$ cat config.mk
export PLATFORM = sky130hd
export DESIGN_NAME = sarSequencer
export DESIGN_NICKNAME = d
export VERILOG_FILES = /design/src/rtl/sarSeqPkg.sv /design/src/rtl/sarSeqCtrl.sv /design/src/rtl/sarSeqDatapath.sv /design/src/rtl/sarSequencer.sv
export SDC_FILE = /design/constraint.sdc
export NUM_CORES = 1
export LEC_CHECK = 0
export BUFFER_PORTS_ARGS = -buffer_cell sky130_fd_sc_hd__buf_2
export CELL_PAD_IN_SITES_DETAIL_PLACEMENT = 1
export CELL_PAD_IN_SITES_GLOBAL_PLACEMENT = 1
export CORE_UTILIZATION = 40
export DETAILED_ROUTE_END_ITERATION = 7
export MAX_ROUTING_LAYER = met4
export PLACE_DENSITY_LB_ADDON = 0.1
export SYNTH_ARGS = -nofsm -noshare
export SYNTH_HDL_FRONTEND = slang
export SYNTH_SLANG_ARGS = --single-unit
export TNS_END_PERCENT = 1
$ cat constraint.sdc
create_clock -name clk -period 2.3 [get_ports clk]
set_input_delay 0.115 -clock clk [delete_from_list [all_inputs] [get_ports clk]]
set_output_delay 0.115 -clock clk [all_outputs]
set_load 0.03 [all_outputs]
$ cat src/rtl/sarSeqPkg.sv
package sarSeqPkg;
  localparam int RES_W = 10;
  localparam int SEL_W = 3;
  localparam int CFG_W = 3;
  localparam int IDX_W = $clog2(RES_W);

  localparam logic [1:0] ADDR_RES_LO = 2'd0;
  localparam logic [1:0] ADDR_RES_HI = 2'd1;
  localparam logic [1:0] ADDR_CTRL   = 2'd2;
  localparam logic [1:0] ADDR_CLKSEL = 2'd3;

  typedef enum logic [1:0] {
    SEQ_IDLE  = 2'd0,
    SEQ_ARMED = 2'd1,
    SEQ_CONV  = 2'd2
  } seqStateT;

  typedef struct packed {
    logic armConv;
    logic startConv;
    logic haltConv;
  } seqStrobeT;
endpackage

$ cat src/rtl/sarSeqCtrl.sv
module sarSeqCtrl
  import sarSeqPkg::*;
(
  input  logic             clk,
  input  logic             rstN,
  input  logic             wrEn,
  input  logic [1:0]       wrAddr,
  input  logic [7:0]       wrData,
  input  logic [1:0]       rdAddr,
  output logic [7:0]       rdData,
  input  logic             irqEnable,
  input  logic [RES_W-1:0] resultCode,
  input  logic             convDone,
  output seqStrobeT        strobes,
  output logic [SEL_W-1:0] chanSel,
  output logic [CFG_W-1:0] portCfg,
  output logic             powerEn,
  output logic [1:0]       clkSel,
  output logic             eocb,
  output logic             irqReq,
  output logic             convActive
);
  seqStateT state;
  logic [SEL_W-1:0] chanReg;
  logic [CFG_W-1:0] cfgReg;
  logic startReg, eocbReg, irqReg;
  logic [1:0] clkSelReg;

  logic ctrlWr, newStart, newPowered, riseStart, fallStart, powerDrop;
  logic [CFG_W-1:0] newCfg;

  always_comb begin
    ctrlWr     = wrEn && (wrAddr == ADDR_CTRL);
    newStart   = wrData[7];
    newCfg     = wrData[5:3];
    newPowered = (newCfg != '0);
    riseStart  = ctrlWr && newPowered && newStart && !startReg;
    fallStart  = ctrlWr && newPowered && !newStart && startReg && (state == SEQ_ARMED);
    powerDrop  = ctrlWr && !newPowered;
    strobes.armConv   = riseStart;
    strobes.startConv = fallStart;
    strobes.haltConv  = powerDrop;
  end

  always_ff @(posedge clk) begin
    if (!rstN) begin
      state     <= SEQ_IDLE;
      chanReg   <= '0;
      cfgReg    <= '0;
      startReg  <= 1'b0;
      eocbReg   <= 1'b1;
      irqReg    <= 1'b0;
      clkSelReg <= 2'b00;
    end else begin
      irqReg <= 1'b0;
      if (ctrlWr) begin
        chanReg  <= wrData[2:0];
        cfgReg   <= newCfg;
        startReg <= newStart;
      end
      if (wrEn && (wrAddr == ADDR_CLKSEL)) clkSelReg <= wrData[1:0];
      if (powerDrop) begin
        state <= SEQ_IDLE;
      end else if (riseStart) begin
        state   <= SEQ_ARMED;
        eocbReg <= 1'b1;
      end else if (fallStart) begin
        state <= SEQ_CONV;
      end else if ((state == SEQ_CONV) && convDone) begin
        state   <= SEQ_IDLE;
        eocbReg <= 1'b0;
        irqReg  <= irqEnable;
      end
    end
  end

  always_comb begin
    unique case (rdAddr)
      ADDR_RES_LO: rdData = {resultCode[1:0], 6'b0};
      ADDR_RES_HI: rdData = resultCode[RES_W-1:2];
      ADDR_CTRL:   rdData = {startReg, eocbReg, cfgReg, chanReg};
      default:     rdData = {6'b0, clkSelReg};
    endcase
  end

  assign chanSel    = chanReg;
  assign portCfg    = cfgReg;
  assign powerEn    = (cfgReg != '0);
  assign clkSel     = clkSelReg;
  assign eocb       = eocbReg;
  assign irqReq     = irqReg;
  assign convActive = (state == SEQ_CONV);
endmodule

$ cat src/rtl/sarSeqDatapath.sv
module sarSeqDatapath
  import sarSeqPkg::*;
#(
  parameter int DIV_FAST = 2,
  parameter int DIV_MID  = 8,
  parameter int DIV_SLOW = 32
) (
  input  logic             clk,
  input  logic             rstN,
  input  seqStrobeT        strobes,
  input  logic [1:0]       clkSel,
  input  logic             cmpIn,
  output logic [RES_W-1:0] dacCode,
  output logic [RES_W-1:0] resultCode,
  output logic             convDone
);
  localparam int DIV_MAX1 = (DIV_FAST > DIV_MID) ? DIV_FAST : DIV_MID;
  localparam int DIV_MAX  = (DIV_MAX1 > DIV_SLOW) ? DIV_MAX1 : DIV_SLOW;
  localparam int CNT_W    = (DIV_MAX > 2) ? $clog2(DIV_MAX) : 1;

  logic running;
  logic [CNT_W-1:0] divCnt, divLimit, selLimit;
  logic [IDX_W-1:0] bitIdx;
  logic [RES_W-1:0] sar, trialMask;
  logic tick;

  always_comb begin
    unique case (clkSel)
      2'b00:   selLimit = CNT_W'(DIV_FAST - 1);
      2'b01:   selLimit = CNT_W'(DIV_MID - 1);
      default: selLimit = CNT_W'(DIV_SLOW - 1);
    endcase
  end

  for (genvar b = 0; b < RES_W; b++) begin : g_mask
    assign trialMask[b] = running && (bitIdx == IDX_W'(b));
  end

  assign tick       = running && (divCnt == divLimit);
  assign convDone   = tick && (bitIdx == '0);
  assign dacCode    = running ? (sar | trialMask) : '0;
  assign resultCode = sar;

  always_ff @(posedge clk) begin
    if (!rstN) begin
      running  <= 1'b0;
      divCnt   <= '0;
      divLimit <= '0;
      bitIdx   <= '0;
      sar      <= '0;
    end else if (strobes.armConv) begin
      running <= 1'b0;
      sar     <= '0;
    end else if (strobes.haltConv) begin
      running <= 1'b0;
    end else if (strobes.startConv) begin
      running  <= 1'b1;
      sar      <= '0;
      bitIdx   <= IDX_W'(RES_W - 1);
      divCnt   <= '0;
      divLimit <= selLimit;
    end else if (running) begin
      if (tick) begin
        sar[bitIdx] <= cmpIn;
        divCnt      <= '0;
        if (bitIdx == '0) running <= 1'b0;
        else bitIdx <= bitIdx - 1'b1;
      end else begin
        divCnt <= divCnt + 1'b1;
      end
    end
  end
endmodule

$ cat src/rtl/sarSequencer.sv
module sarSequencer
  import sarSeqPkg::*;
#(
  parameter int DIV_FAST = 2,
  parameter int DIV_MID  = 8,
  parameter int DIV_SLOW = 32
) (
  input  logic        clk,
  input  logic        rstN,
  input  logic        wrEn,
  input  logic [1:0]  wrAddr,
  input  logic [7:0]  wrData,
  input  logic [1:0]  rdAddr,
  output logic [7:0]  rdData,
  input  logic        irqEnable,
  input  logic        cmpIn,
  output logic [2:0]  chanSel,
  output logic [2:0]  portCfg,
  output logic        powerEn,
  output logic [9:0]  dacCode,
  output logic        irqReq
);
  seqStrobeT strobes;
  logic [RES_W-1:0] resultCode;
  logic [1:0] clkSel;
  logic convDone, eocbFlag, convActive;

  sarSeqCtrl ctrlInst (
    .clk(clk), .rstN(rstN), .wrEn(wrEn), .wrAddr(wrAddr), .wrData(wrData),
    .rdAddr(rdAddr), .rdData(rdData), .irqEnable(irqEnable),
    .resultCode(resultCode), .convDone(convDone), .strobes(strobes),
    .chanSel(chanSel), .portCfg(portCfg), .powerEn(powerEn), .clkSel(clkSel),
    .eocb(eocbFlag), .irqReq(irqReq), .convActive(convActive)
  );

  sarSeqDatapath #(.DIV_FAST(DIV_FAST), .DIV_MID(DIV_MID), .DIV_SLOW(DIV_SLOW)) dpInst (
    .clk(clk), .rstN(rstN), .strobes(strobes), .clkSel(clkSel), .cmpIn(cmpIn),
    .dacCode(dacCode), .resultCode(resultCode), .convDone(convDone)
  );
endmodule

* After elaboration in Yosys (flattened, before gate mapping)
Index checks and enable logic that the tools add are counted.
** Cells by class
- Add/sub/neg operators :: 2
- Multipliers :: 0
- Div/mod/pow operators :: 0
- Order comparisons :: 2
- Equal/unequal tests :: 19
- Shift-type cells :: 0
- Multiplexer cells :: 26
- Bitwise gates (word level) :: 5
- Reductions and logical operators :: 45
** Operator list (count)
- $mux W10 :: 4
- $pmux W8 S3 :: 1
- $logic_and A1 B1 Y1 :: 23
- $eq A4 B3 Y1 const B :: 4
- $mux W4 :: 4
- $mux W5 :: 3
- $reduce_and A3 Y1 :: 4
- $bwmux W10 :: 1
- $or A10 B10 Y10 :: 1
- $pmux W5 S2 :: 1
- $mux W1 :: 9
- $reduce_bool A3 Y1 :: 3
- $eq A2 B2 Y1 const B :: 4
- $eq A4 B2 Y1 const B :: 2
- $eq A4 B4 Y1 const B :: 2
- $reduce_bool A2 Y1 :: 4
- $eq A2 B1 Y1 const B :: 3
- $add A5 B1 Y5 const B :: 1
- $eq A5 B5 Y1 :: 1
- $lt A4 B5 Y1 const B :: 1
- $reduce_and A5 Y1 :: 1
- $reduce_or A5 Y1 :: 1
- $demux W1 S4 :: 1
- $eq A4 B1 Y1 const B :: 1
- other kinds (11) :: 19
** Word-level totals
- Register bits after elaboration :: 38
- Latch bits :: 0
- RAM bits :: 0
- ROM bits :: 0
- Bits of input ports :: 17
- Logic and storage cells :: 112
- Memories kept :: 0

* Logic depth before layout (Yosys ltp)
Gate-level depths: netlist of run 1.
- Depth after elaboration :: 8
- Mapped depth :: 7
- Mapped depth without buffers :: 7

* Modules after synthesis
From an unflattened synthesis of run 1, not the netlist that was laid out.
** Second synthesis, totals
- Cell total of the unflattened synthesis :: 227
- Area total of the unflattened synthesis :: 2003.2 µm²
** By module, submodules not included
- sarSeqDatapath :: times used 1, cells each 152, area each 1297.5 µm², sequential area each 460.4 µm²
- sarSeqCtrl :: times used 1, cells each 75, area each 705.7 µm², sequential area each 260.2 µm²

* Least setup slack after synthesis of run 1
Ideal clock, no wire load.
- Kind :: register to register
- From :: reg dpInst.bitIdx[0]
- To :: reg dpInst.bitIdx[1]
- Setup time :: 0.069 ns
- Arrival time :: 2.051 ns
- Data required time :: 2.231 ns
- Setup slack :: 0.180 ns
- Stages on the path, launching flop included :: 8
- Buffers on the path :: 0
- Period minus slack after synthesis :: 2.120 ns
- Cell sequence :: dfxtp_1 > inv_1 > ha_1 > nor3b_1 > nand2b_1 > or4b_4 > or4b_1 > o21ai_1
** On the way
- Word-level cells in the longest chain between the ends :: 5
- Elaborated cells between the ends (all ways) :: 8
** Ends and longest elaborated chain
- start, declared :: line sarSeqDatapath.sv:23 : logic [IDX_W-1:0] bitIdx;
- start signal, assigned :: line sarSeqDatapath.sv:59 : bitIdx <= IDX_W'(RES_W - 1);
- start signal, assigned :: line sarSeqDatapath.sv:67 : else bitIdx <= bitIdx - 1'b1;
- $sub A4 B1 Y4 :: line sarSeqDatapath.sv:67
- $mux W4 :: line sarSeqDatapath.sv:66 : if (bitIdx == '0) running <= 1'b0;
- $mux W4 :: line sarSeqDatapath.sv:63 : if (tick) begin
- $mux W4 :: line sarSeqDatapath.sv:62 : end else if (running) begin
- $mux W4 :: line sarSeqDatapath.sv:56 : end else if (strobes.startConv) begin
Several ways; a longest one is shown, not always the timed one. The select of a mux whose other input is x is not followed.
A chain may end at the register's enable or synchronous reset.

* Worst setup path after layout of run 1
- From :: reg dpInst.bitIdx[1]
- To :: reg dpInst.bitIdx[1]
The elaborated chain is that of the path after synthesis.

==> results by stage, run 1 <==
Synthesis:
- Yosys printed 0 warnings.
- Counting flops with an async set or reset pin after synthesis yields a share of 0%.
- The cell accounting for the most synthesized area is dfxtp_1.
- The most used flip-flop cell after synthesis is dfxtp_1.
- Sequential cells were found to cover 36.2% of the synthesized design area.
- The total nets after synthesis is 262.
- The number of instances in the synthesized netlist is 240.
- Summed over its instances, the top area cell type makes up 36.2% of the synthesized netlist area.
- In the post-synthesis netlist, the biggest area contributors are dfxtp_1 (36%), nand2_1 (7.7%), mux2i_1 (7.0%).
- After synthesis, the netlist uses 45 different library cells.
- In this run the mean area of a mapped cell was 8.28 sq um.
- Summing every instance area after synthesis gives 1990 sq um.
- Yosys mapped a number of flops with a built-in enable equal to 0.
- The post-synthesis register bit count is 36.

Timing:
- Adding up every negative setup slack in the final design gives 0 ns.
- The highest clock frequency the design can meet is 460 MHz.
- The final max-slew violation count was 0.
- The final critical-path share of the clock period is 94.5%.
- The worst setup skew after layout is 0.00924 ns.
- The final critical delay including setup and external delays is 2.17 ns.
- The final-report hold violation count is 0.
- The worst slew slack as a fraction of its limit is 53.1%.
- The number of setup violations in the final report is 0.
- The worst hold slack is 0.0245 ns.
- The transition time of the tightest slew-check pin is 0.699 ns.
- Setup repair after global routing left no endpoint under its margin.

Power and ir drop:
- Dividing total power by cell area gives a power density of 504 nW/um^2.
- Across the VDD grid, the largest voltage drop is 0.000285 V.
- The completed layout was analyzed and its total power is 1.21 mW.
- Summed over all cells, the static leakage comes to 1.05 nW.

Final layout:
- 0 antenna diodes ended up in the layout.
- The post-route non-filler standard cell count is 355.
- The finished layout cell area is 2400 sq um.
- In the final layout, the share of cells above drive strength 1 is 23.6%.
- The library cells used most frequently in the layout, excluding fill and tap cells, are nand2_1 (41), buf_2 (41), dfxtp_1 (35), nor2b_1 (16), nand3_1 (16).
- The number of nets in the final layout is 309.
- The synthesis-to-layout area growth is 20.6%.

Floorplan:
- In this run the vertical extent of the chip is 72.5 um.
- The die area is 5260 sq um.
- For this configuration, the core starts out at a cell density of 41.8%.
- The number of rows in the core area is 25.
- The core region is 4750 sq um.
- The number of top-level pins is 43.
- The horizontal extent of the die is 72.5 um.

Route:
- The detailed-router iteration count before antenna repair is 6.
- Dividing the detail-routed via count by the number of cells gives 5.42.
- The violation count after the first detailed-route iteration is 108.
- For this run, design rule violations remaining after detail routing come to 0.
- The total number of vias is 1924.
- After detailed routing, the average wire length per cell comes to 15.5 um.
- The post-route antenna net violation count is 0.
- The wire length after detailed routing is 5.51 mm.

Clocking:
- The clock drives 36 sinks.
- The root buffer cell is clkbuf_8.
- In this run, post-CTS hold repair placed 0 buffers.
- The clock buffer count from CTS is 5.
- The H-tree depth reported by CTS is 2.
- Counting along the longest clock path gives a buffer depth of 2.
- The later-pin clock latency in the skew report is 0.29 ns.
- TritonCTS built the clock tree.
- The CTS clock-pin slew for the worst setup and hold paths is 0.07 ns.

Global routing:
- The number of antenna violations at the first check in global routing is 0.
- The final global-route overflow total is 0.
- The via count of the first global-routing pass is 2007.
- The maximum number of pins on one net before global-route repair is 24.
- Global routing used 23.8% of the available tracks.
- The first global-routing pass estimated 9.40 mm of wire.

Critical path:
- STA classifies the critical path endpoint as a flop.
- STA classifies the critical path startpoint as a flop.
- The arrival time at the worst endpoint is 2.40 ns.
- The biggest fanout along the worst timing path is 6.
- The worst path required time is 2.52 ns.
- The path type of the worst setup path is flop to flop.

Run status:
- The run finished with clean final reports.

Placement:
- Routability-driven placement finished with a final weighted congestion of 0.755.
- The instance area at placement is 2300 sq um.
- The total of buffers placed on input and output ports is 41.
- After detailed placement, the design holds a cell count of 347.
- Summed over all nets, the half-perimeter wirelength after detailed placement is 4.20 mm.

Run:
- The max-cap check violation count is 0.

Min path:
- The tightest min-delay check is of the input pin to flop type.
-- layout make-up --
| cell class | instances | area, sq um |
|---|---|---|
| timing repair buffer | 51 | 280 |
| multi-input combinational | 188 | 1200 |
| clock buffer | 6 | 82.6 |
| sequential | 36 | 722 |
| fill | 616 | 2360 |
| clock inverter | 2 | 10.0 |
| tap | 67 | 83.8 |
| inverter | 5 | 18.8 |
-- timing repair --
action / CTS / global route
endpoints found under the hold margin: 0 / 0
setup endpoints to repair: 0 / 1
resized for setup: 0 / 1
setup buffers: 0 / 0
-- per-layer routing --
metal  global-route usage, %  routed length [um]
met1                    28.3                2470
met5                       -                   0
met4                    7.84                  91
met2                    40.4                2740
met3                    4.58                 211
-- path summary, 6_finish.rpt --
path	endpoint	slack, ns	cells past startpoint	startpoint
hold / removal	ctrlInst.irqReq	0.02	2	irqEnable
setup reg to reg	dpInst.bitIdx[1]	0.13	7	dpInst.bitIdx[1]
setup / recovery	dpInst.bitIdx[1]	0.13	7	dpInst.bitIdx[1]
hold reg to reg	ctrlInst.eocb	0.47	2	ctrlInst.eocb
-- cells by family (layout without fill, tap and decap cells) --
group | Yosys count | after routing | synth area share, %
DFF | 36 | 36 | 36.2
buffers and inverters | 16 | 64 | 3.40
adders and majority gates | 5 | 5 | 3.15
xor gates and xnor gates | 1 | 1 | 0.441
and+or+nand+nor | 110 | 110 | 28.4
AOI/OAI and AO/OA | 56 | 56 | 20.1
muxes | 16 | 16 | 8.18
-- cells in the mapped netlist, drive strengths merged (2+ instances only) --
library cell	instances
ha	5
nand3	16
a22o	6
buf	2
or3	4
a21oi	13
nor4	4
inv	5
or4b	2
o21a	7
a211oi	2
dfxtp	36
nor3b	2
nor2	7
nor3	7
and3	4
a21boi	11
mux2	2
nand2	41
nor2b	16
clkbuf	9
mux2i	14
o21ai	8
o2bb2ai	2
-- critical path: stages (launching register included) --
cell	delay, ns
dfxtp_1	0.42
inv_1	0.09
ha_1	0.20
nor3b_1	0.14
nand2b_1	0.16
or4b_4	0.53
or4b_1	0.48
o21ai_1	0.09
-- registers in the layout, indices dropped and copies added (netlist names) --
register           cells
dpInst.resultCode     10
dpInst.divCnt          5
dpInst.bitIdx          4
ctrlInst.chanSel       3
ctrlInst.portCfg       3
dpInst.divLimit        3
ctrlInst.clkSel        2
ctrlInst.state         2
ctrlInst.eocb          1
ctrlInst.irqReq        1
ctrlInst.startReg      1
dpInst.running         1
-- through the flow --
stage / setup WS (ns) / utilization, %
3_5_place_dp: 0.0892 / 48.4
2_1_floorplan: 0.180 / -
5_1_grt: 0.0205 / 50.4
4_1_cts: 0.0456 / 50.4
6_report: 0.126 / 50.4
3_3_place_gp: 0.181 / 48.4
-- report_power, final --
part | internal, mW | switching, mW | total (mW)
sequential | 0.629 | 0.00571 | 0.634
combinational | 0.0358 | 0.0614 | 0.0972
clock | 0.239 | 0.237 | 0.476
total | 0.904 | 0.304 | 1.21
(Power assumes the default switching activity.)
==> run 2, diff against run 1 <==
Settings changed: PLACE_DENSITY set to 0.82, PLACE_DENSITY_LB_ADDON 0.1 to not set.
==> run 2 against run 1 <==
Net effect: routed wire length decreased by 4.6%; sequential cell count unchanged; global-route usage fell by 0.91 points; clock skew decreased by 0.0028 ns; final area up 0.47%; sequential power about the same; first-iteration DRC count shrank 17%; total power increased by 7.4%; largest cell class unchanged; highest routed layer unchanged.
==> results by stage, run 2 (synthesized netlist as in run 1, its figures left out) <==
Run status:
- The run finished with clean final reports.

Global routing:
- The maximum number of pins on one net before global-route repair came to 29 (+21%).
- The final global-route overflow total is 0 (unchanged).
- The wire length of the first global-routing pass is 8.96 mm (-4.7%).
- The via count of the first global-routing pass was 1811 (-9.8%).
- The global-route total usage across every layer came to 22.9% (-0.91 points).
- The number of antenna violations at the first check in global routing is 0 (unchanged).

Clocking:
- TritonCTS built the clock tree.
- The number of hold-repair buffers added at the cts stage came to 0 (unchanged).
- The clock sink total is 36 (unchanged).
- The clock buffer count from CTS is 5 (unchanged).
- The later-pin clock latency in the skew report is 0.29 ns (about the same).
- The buffer levels on the longest clock path is 2 (unchanged).
- The H-tree depth reported by CTS is 2 (unchanged).
- The tree is rooted in a clkbuf_8.
- The setup fix buffers added after clock tree synthesis was 0 (unchanged).
- The CTS clock-pin slew for the worst setup and hold paths is 0.08 ns (about the same).
- The total of cells resized after clock tree synthesis is 0 (unchanged).

Timing:
- The transition time of the tightest slew-check pin is 0.750 ns (+0.0514 ns).
- The total negative slack is 0 ns (unchanged).
- The final critical-path share of the clock period was 92.7% (-1.8 points).
- The final-report hold violation count came to 0 (unchanged).
- The number of setup violations in the final report is 0 (unchanged).
- The final critical delay including setup and external delays is 2.13 ns (-0.0414 ns).
- Setup repair after global routing left no endpoint under its margin.
- The final max-slew violation count is 0 (unchanged).
- The worst setup skew after layout was 0.00644 ns (-0.00280 ns).
- The highest clock frequency the design can meet is 469 MHz (+1.9%).
- The worst slew slack as a fraction of its limit was 49.6% (-3.5 points).
- The worst hold slack was 0.0407 ns (+0.0162 ns).

Placement:
- The half-perimeter wire length after detailed placement is 3.95 mm (-6.0%).
- The placer's final routability congestion estimate is 0.801 (+6.1%).
- The total of buffers placed on input and output ports is 41 (unchanged).
- The instance area at placement is 2300 sq um (-0.33%).

Route:
- The total number of vias was 1891 (-1.7%).
- The number of design rule violations left after detail routing is 0 (unchanged).
- The average routed wire per standard cell came to 14.9 um (-4.4%).
- The detailed-router iteration count before antenna repair is 4 (-2).
- The via-per-instance ratio was 5.34 (-1.4%).
- The wire length after detailed routing was 5.26 mm (-4.6%).
- The violation count after the first detailed-route iteration was 90 (-17%).
- The post-route antenna net violation count was 0 (unchanged).

Critical path:
- The biggest fanout along the worst timing path is 6 (unchanged).
- The critical path's largest stage delay was 0.53 ns (about the same).
- The endpoint type of the worst setup path is a flop.
- The worst path required time is 2.52 ns (about the same).
- Traced cell by cell, the critical path runs through inv_1, ha_1, nor3b_1, nand2b_1, or4b_4, or4b_1, o21ai_1.
- The path type of the worst setup path is flop to flop.
- The arrival time at the worst endpoint is 2.36 ns (-0.04 ns).
- Among all stages on the critical path, the largest delay is contributed by or4b_4.
- The capture point of the worst reg-to-reg path is dpInst.bitIdx[1].
- The worst reg-to-reg path cell count came to 7 (unchanged).
- The worst setup path is launched from a flop.
- The startpoint identified for the worst register-to-register timing path is dpInst.bitIdx[1].
- The minimum setup slack among reg-to-reg paths came to 0.17 ns (+0.04 ns).

Final layout:
- The synthesis-to-layout area growth is 21.1%.
- The utilization of the core after routing is 50.7% (+0.24 points).
- The number of filler instances in the final layout is 597 (-3.1%).
- The number of diodes is 0 (unchanged).
- The top cell types in the final layout, fill and taps aside, are nand2_1 (41), buf_2 (41), dfxtp_1 (35), nor2b_1 (16), nand3_1 (16).
- The area of combinational cells with multiple inputs came to 1200 sq um (unchanged).
- The finished layout cell area is 2410 sq um (+0.47%).
- The number of nets in the final layout is 308 (-0.32%).
- The fraction of layout cells with a size suffix above 1 came to 23.3% (-0.27 points).
- The number of flip-flops under the largest register name is 10 (unchanged).
- The area taken by flip-flops and latches is 722 sq um (unchanged).

Floorplan:
- The area inside the core boundary was 4750 sq um (unchanged).
- The number of rows in the core area is 25 (unchanged).
- The number of top-level pins is 43 (unchanged).
- The die area is 5260 sq um (unchanged).
- The die height is 72.5 um (unchanged).
- The horizontal extent of the die is 72.5 um (unchanged).
- The starting density of the core is 41.8% (unchanged).

Power and ir drop:
- The worst IR drop on VDD came to 0.000422 V (+48%).
- The total power after layout was 1.30 mW (+7.4%).
- The areal power density over the cells is 539 nW/um^2 (+6.9%).
- The reported leakage power is 1.04 nW (-0.22%).

Min path:
- The worst hold path belongs to the class input pin to flop.
- The count of cells along the worst hold path is 2 (unchanged).
- The startpoint of the tightest hold check path is irqEnable.
- The worst hold endpoint is ctrlInst.irqReq.

Run:
- The max-cap check violation count was 0 (unchanged).
==> run 2: cell types whose count changed in the layout (fill, tap and decap cells not counted), sizes merged <==
cell / change
clkinvlp: +1
clkinv: -1
buf: -1
bufinv: +1
clkbuf: -1
==> run 2: worst max-delay path, delay by kind of cell, from the launching register on <==
family,cells,cell delay [ns]
buf+inv,1,0.09
flops,1,0.41
fa+ha+maj,1,0.19
compound gates,1,0.08
simple gates,4,1.31
==> run 2: per-layer routing <==
layer / track usage (%) / wire, um / up-vias
met5: - / 0 / -
met4: 5.88 / 38 / 0
li1: - / - / 948
met1: 28.8 / 2520 / 903
met2: 36.8 / 2520 / 36
met3: 5.69 / 174 / 4
==> run 2: area by class of cell <==
cell class / count / area share [%]
inverter: 5 / 0.779
sequential: 36 / 30.0
clock buffer: 5 / 2.86
multi-input combinational: 188 / 49.8
clock inverter: 3 / 1.77
timing repair buffer: 50 / 11.3
tap: 67 / 3.48
==> run 2: per-stage QoR <==
step / cells / setup slack, ns
finish: 354 / 0.167
floorplan: 240 / 0.180
global route: 354 / 0.0188
global placement: 346 / 0.185
detailed placement: 346 / 0.140
CTS: 354 / 0.103
==> run 2: worst max path at each step <==
stage	to	depth (start not counted)	start	slack [ns]
after detailed placement	dpInst.bitIdx[1]	7	dpInst.bitIdx[0]	0.14
final	dpInst.bitIdx[1]	7	dpInst.bitIdx[1]	0.17
after floorplan	dpInst.bitIdx[1]	7	dpInst.bitIdx[0]	0.18
after global routing	dpInst.bitIdx[1]	7	dpInst.bitIdx[1]	0.02
after CTS	dpInst.bitIdx[1]	7	dpInst.bitIdx[0]	0.10
after global placement	dpInst.bitIdx[1]	7	dpInst.bitIdx[0]	0.19
==> run 2: power by group <==
part / switching (mW) / internal [mW] / total [mW]
clock: 0.244 / 0.321 / 0.565
sequential: 0.00531 / 0.629 / 0.634
combinational: 0.0623 / 0.0358 / 0.0981
total: 0.312 / 0.985 / 1.30
